--- config.mk ---
export PLATFORM = sky130hd
export DESIGN_NAME = proc_interval_timer
export DESIGN_NICKNAME = d
export VERILOG_FILES = /design/src/rtl/ptmr_pkg.sv /design/src/rtl/ptmr_run_gate.sv /design/src/rtl/ptmr_count_reg.sv /design/src/rtl/ptmr_irq_gate.sv /design/src/rtl/proc_interval_timer.sv
export SDC_FILE = /design/constraint.sdc
export NUM_CORES = 1
export LEC_CHECK = 0
export CAP_MARGIN = 20
export CORE_ASPECT_RATIO = 0.5
export CORE_MARGIN = 2
export CORE_UTILIZATION = 48
export CTS_BUF_LIST = sky130_fd_sc_hd__clkbuf_4 sky130_fd_sc_hd__clkbuf_8
export DETAILED_ROUTE_END_ITERATION = 12
export GPL_TIMING_DRIVEN = 0
export PLACE_DENSITY = 0.89
export SYNTH_ARGS = -nofsm -noshare
export SYNTH_HDL_FRONTEND = slang
export SYNTH_SLANG_ARGS = --single-unit
--- constraint.sdc ---
create_clock -name clk -period 3.4 [get_ports clk]
set_input_delay 0.85 -clock clk [delete_from_list [all_inputs] [get_ports clk]]
set_output_delay 0.85 -clock clk [all_outputs]
set_load 0.005 [all_outputs]
--- src/rtl/ptmr_pkg.sv ---
package ptmr_pkg;
  // Decoded per-cycle action on the timer register.
  typedef enum logic [1:0] {
    ACT_HOLD = 2'd0,
    ACT_STEP = 2'd1,
    ACT_LOAD = 2'd2
  } ptmr_act_e;

  // Processor state as seen by the timer.
  typedef struct packed {
    logic operating;
    logic waiting;
    logic stopped;
  } ptmr_cpu_t;
endpackage

--- src/rtl/ptmr_run_gate.sv ---
module ptmr_run_gate
  import ptmr_pkg::*;
(
  input  logic      tick_i,
  input  logic      load_i,
  input  ptmr_cpu_t cpu_i,
  output ptmr_act_e act_o
);
  logic counting;

  // Counting runs while executing or waiting, never while stopped.
  assign counting = (cpu_i.operating | cpu_i.waiting) & ~cpu_i.stopped;

  always_comb begin
    if (load_i)                 act_o = ACT_LOAD;
    else if (tick_i && counting) act_o = ACT_STEP;
    else                        act_o = ACT_HOLD;
  end
endmodule

--- src/rtl/ptmr_count_reg.sv ---
module ptmr_count_reg
  import ptmr_pkg::*;
#(
  parameter int WORD_W = 64,
  parameter int SHIFT  = 12
) (
  input  logic              clk,
  input  logic              rst_n,
  input  ptmr_act_e         act_i,
  input  logic [WORD_W-1:0] load_val_i,
  output logic [WORD_W-1:0] val_o
);
  localparam logic [WORD_W-1:0] STEP = WORD_W'(1) << SHIFT;

  logic [WORD_W-1:0] keep_mask;
  logic [WORD_W-1:0] cnt_q;

  generate
    if (SHIFT == 0) begin : g_full
      assign keep_mask = '1;
    end else begin : g_trunc
      assign keep_mask = {{(WORD_W-SHIFT){1'b1}}, {SHIFT{1'b0}}};
    end
  endgenerate

  always_ff @(posedge clk or negedge rst_n) begin
    if (!rst_n) begin
      cnt_q <= '0;
    end else begin
      unique case (act_i)
        ACT_LOAD: cnt_q <= load_val_i & keep_mask;
        ACT_STEP: cnt_q <= cnt_q - STEP;
        default:  cnt_q <= cnt_q;
      endcase
    end
  end

  assign val_o = cnt_q;
endmodule

--- src/rtl/ptmr_irq_gate.sv ---
module ptmr_irq_gate (
  input  logic sign_i,
  input  logic ext_mask_i,
  input  logic sub_mask_i,
  output logic irq_o
);
  // Level request: held for as long as the value stays negative.
  assign irq_o = sign_i & ext_mask_i & sub_mask_i;
endmodule

--- src/rtl/proc_interval_timer.sv ---
module proc_interval_timer
  import ptmr_pkg::*;
#(
  parameter int WORD_W   = 64,
  parameter int TICK_POS = 51
) (
  input  logic              clk,
  input  logic              rst_n,
  input  logic              us_tick_i,
  input  logic              cpu_operating_i,
  input  logic              cpu_wait_i,
  input  logic              cpu_stopped_i,
  input  logic              load_i,
  input  logic [WORD_W-1:0] load_value_i,
  output logic [WORD_W-1:0] timer_value_o,
  input  logic              ext_mask_i,
  input  logic              timer_mask_i,
  output logic              irq_o
);
  localparam int SHIFT = WORD_W - 1 - TICK_POS;

  ptmr_cpu_t cpu;
  ptmr_act_e act;

  assign cpu = '{operating: cpu_operating_i, waiting: cpu_wait_i, stopped: cpu_stopped_i};

  ptmr_run_gate u_gate (
    .tick_i (us_tick_i),
    .load_i (load_i),
    .cpu_i  (cpu),
    .act_o  (act)
  );

  ptmr_count_reg #(.WORD_W(WORD_W), .SHIFT(SHIFT)) u_cnt (
    .clk        (clk),
    .rst_n      (rst_n),
    .act_i      (act),
    .load_val_i (load_value_i),
    .val_o      (timer_value_o)
  );

  ptmr_irq_gate u_irq (
    .sign_i     (timer_value_o[WORD_W-1]),
    .ext_mask_i (ext_mask_i),
    .sub_mask_i (timer_mask_i),
    .irq_o      (irq_o)
  );
endmodule

==> results of run 1 <==
==> worst paths after layout <==
path,from,endpoint
max in group asynchronous,rst_n,u_cnt.val_o[14]
min reg2reg,u_cnt.val_o[30],u_cnt.val_o[30]
min in group clk,u_cnt.val_o[30],u_cnt.val_o[30]
max reg2reg,u_cnt.val_o[26],u_cnt.val_o[53]
min,rst_n,u_cnt.val_o[57]
max,us_tick_i,u_cnt.val_o[56]
==> final cells by class <==
cell class	count	area [µm²]	area share
inverter	4	15.01	0.003221
sequential	52	1301	0.2792
clock buffer	7	96.34	0.02067
multi-input combinational	302	1780	0.3820
tap	92	115.1	0.02470
buffer	31	186.4	0.04000
timing repair buffer	113	1136	0.2438
clock inverter	1	30.03	0.006443
==> cells in the mapped netlist <==
library cell	n	area share
nand4b_1	3	0.0081
nand4_2	1	0.0039
and2_1	2	0.0039
nand4_1	10	0.019
xor2_1	6	0.016
nand3_1	4	0.0062
nand2b_1	2	0.0039
nor4_2	3	0.012
a22oi_1	2	0.0046
buf_6	1	0.0035
o311ai_0	2	0.0054
o41ai_1	1	0.0027
dlygate4sd1_1	2	0.0054
nor2b_1	2	0.0039
conb_1	1	0.0012
buf_4	13	0.030
or4_4	1	0.0035
and3_1	4	0.0077
mux2_2	2	0.0069
dfrtp_1	52	0.40
or4b_1	1	0.0031
nor2_1	35	0.041
inv_1	3	0.0035
nor3_1	17	0.026
buf_2	3	0.0046
or4_1	4	0.0093
nand2_1	45	0.052
a31oi_1	13	0.025
buf_1	1	0.0012
or3_1	14	0.027
clkbuf_1	11	0.013
o21ai_0	42	0.065
nand3b_1	3	0.0069
or2_2	1	0.0019
nor3_4	1	0.0050
a21oi_1	3	0.0046
nor4b_1	4	0.011
nor4_1	23	0.044
o211ai_1	3	0.0069
ha_1	1	0.0039
clkinv_1	1	0.0012
o2111ai_1	1	0.0027
o2111ai_2	1	0.0046
xnor2_1	29	0.078
o31ai_1	4	0.0093
==> kinds of logic after synthesis <==
kind of cell / Yosys count / synth area share
compound gates: 72 / 0.1308
xor+xnor: 35 / 0.09456
fa+ha+maj: 1 / 0.003859
buf+inv: 35 / 0.06213
flops: 52 / 0.4014
mux: 2 / 0.006947
other cells: 1 / 0.001157
simple gates: 180 / 0.2991
==> routing by layer <==
metal  part of all wire  vias up  track usage
met3              0.081       23      0.04779
met2               0.47      157       0.4276
li1                   -     1625            -
met5                  0        -            0
met4              0.017        0      0.07703
met1               0.43     1613       0.3765
==> power by group through the flow <==
stage | registers (mW) | logic, mW | clock network [mW]
floorplan | 0.762 | 0.157 | 0
global placement | 0.773 | 0.389 | 0
detailed placement | 0.774 | 0.401 | 0
CTS | 0.763 | 0.403 | 0.479
global route | 0.775 | 0.438 | 0.516
finish | 0.766 | 0.403 | 0.479
==> metrics by stage <==
| step | power, mW | TNS [ns] |
|---|---|---|
| 4_1_cts | 1.646 | 0 |
| 5_1_grt | 1.729 | 0 |
| 6_report | 1.648 | 0 |
| 3_3_place_gp | 1.163 | -4.800 |
| 3_5_place_dp | 1.175 | 0 |
| 2_1_floorplan | 0.9191 | 0 |
==> flow_metrics.py, run 1 <==
metrics = {
    "outcome": {
        "outcome": "finished clean",
    },
    "critical_path": {
        "cp_top_family": "simple AND/OR/NAND/NOR gates",
        "startpoint_type": "input pin",
        "crit_required_ns": 3.65,
        "cp.arrival_ns": 3.28,
        "cp_max_fo": 9,
        "path_buf_inv": 2,
        "critPathSlowestCell": "or4b_1",
        "r2r_setup_slack_ns": 0.84,
        "cp_num_cells": 7,
        "critical_path.cell_chain": "clkdlybuf4s50_1 -> nor2b_1 -> o2111ai_2 -> or3_1 -> buf_2 -> or4b_1 -> a31oi_1",
        "worstSetupPathType": "input pin to flop",
        "cp-end-kind": "flop",
        "slowest_delay_ns": 0.51,
        "reg2regPathDepth": 6,
    },
    "sta": {
        "slew_headroom": 0.3598,
        "min_period_ns": 3.033,
        "hold_ws_ns": 0.4133,
        "grt_setup_unrepaired": "false",
        "fin_ws_ns": 0.3673,
        "max_freq_ghz": 0.3297,
        "finalCritPeriodShare": 0.8920,
        "finalClockSkew_ns": 0.006132,
        "setup_viol": 0,
        "max_slew.worst_pin.slew_ns": 0.9516,
        "drv_slew": 0,
        "finalHoldViolCount": 0,
    },
    "place": {
        "pre_cts_ws_ns": 0.05764,
        "postPlaceCellArea_um2": 4534,
        "gp_congestion": 0.8429,
        "dp.cells": 594,
        "dpl.hpwl_um": 7242,
        "port-buffer-count": 112,
    },
    "layout": {
        "final_area_um2": 4661,
        "area_growth_pct": 43.77,
        "largest_reg_flops": 52,
        "num_antenna_cells": 0,
        "mostFrequentLayoutCells": "clkdlybuf4s50_1, dfrtp_1, nand2_1, o21ai_0, nor2_1",
        "drive_gt1_frac": 0.07255,
        "layout_commonest_cell": "clkdlybuf4s50_1",
        "layoutNonFillerInstCount": 602,
        "final_net_count": 583,
        "fill_cells": 519,
        "final_util": 0.7039,
    },
    "detailed_routing": {
        "routedWlPerCell_um": 16.30,
        "num_vias": 3418,
        "first_pass_iters": 5,
        "drt-total-wl_um": 9813,
        "avgViaCountPerCell": 5.678,
        "ant_nets": 0,
        "drc": 0,
        "drtIter0Drc": 374,
    },
    "clock_network": {
        "cts_sinks": 52,
        "cts_buffers": 5,
        "cts_tree": "done",
        "holdBufCountCts": 0,
        "cts_resized": 0,
        "h-tree-depth": 2,
        "path_clk_slew_ns": 0.10,
        "cts_setup_buffers": 0,
        "clk_latency_ns": 0.31,
        "clockRootBuffer": "clkbuf_8",
        "max-clock-path-buffers": 2,
    },
    "die": {
        "row_count": 21,
        "die_area_um2": 7467,
        "coreArea_um2": 6621,
        "ios": 138,
        "initial_core_util": 0.4896,
        "chipWidth_um": 120.2,
        "die_y_um": 62.11,
    },
    "synth": {
        "synth_seq_cells": 52,
        "synth_warnings": 0,
        "synth_cell_types": 45,
        "syn_area_per_cell_um2": 8.576,
        "ys_seq_area_frac": 0.4014,
        "syn_inst": 378,
        "synth_area_um2": 3242,
    },
    "power_and_ir_drop": {
        "leakage_nw": 1.693,
        "p_seq_frac": 0.465,
        "power.switching_mw": 0.4701,
        "comb_power_share": 0.244,
        "peakVddDrop_mv": 0.1585,
        "power.density_nw_per_um2": 353.6,
        "switching_share": 0.2853,
        "p_clk_frac": 0.291,
        "p_int_mw": 1.178,
    },
    "grt": {
        "grt_antenna_before_repair": 0,
        "overflow": 0,
        "track_usage": 0.2677,
        "grt_max_degree": 40,
        "grt_pass1_vias": 3207,
        "grt_pass1_wl_um": 15900,
    },
    "min_path": {
        "min_path_type": "input pin to asynchronous set/reset pin",
    },
    "flow_run": {
        "drv_cap": 0,
    },
}
Power figures use the tool's default switching activity.
==> run 2: changes to the inputs <==
- HOLD_SLACK_MARGIN: default -> 0.12
==> results of run 2 <==
Final layout, timing and power as in run 1 (identical DEF).
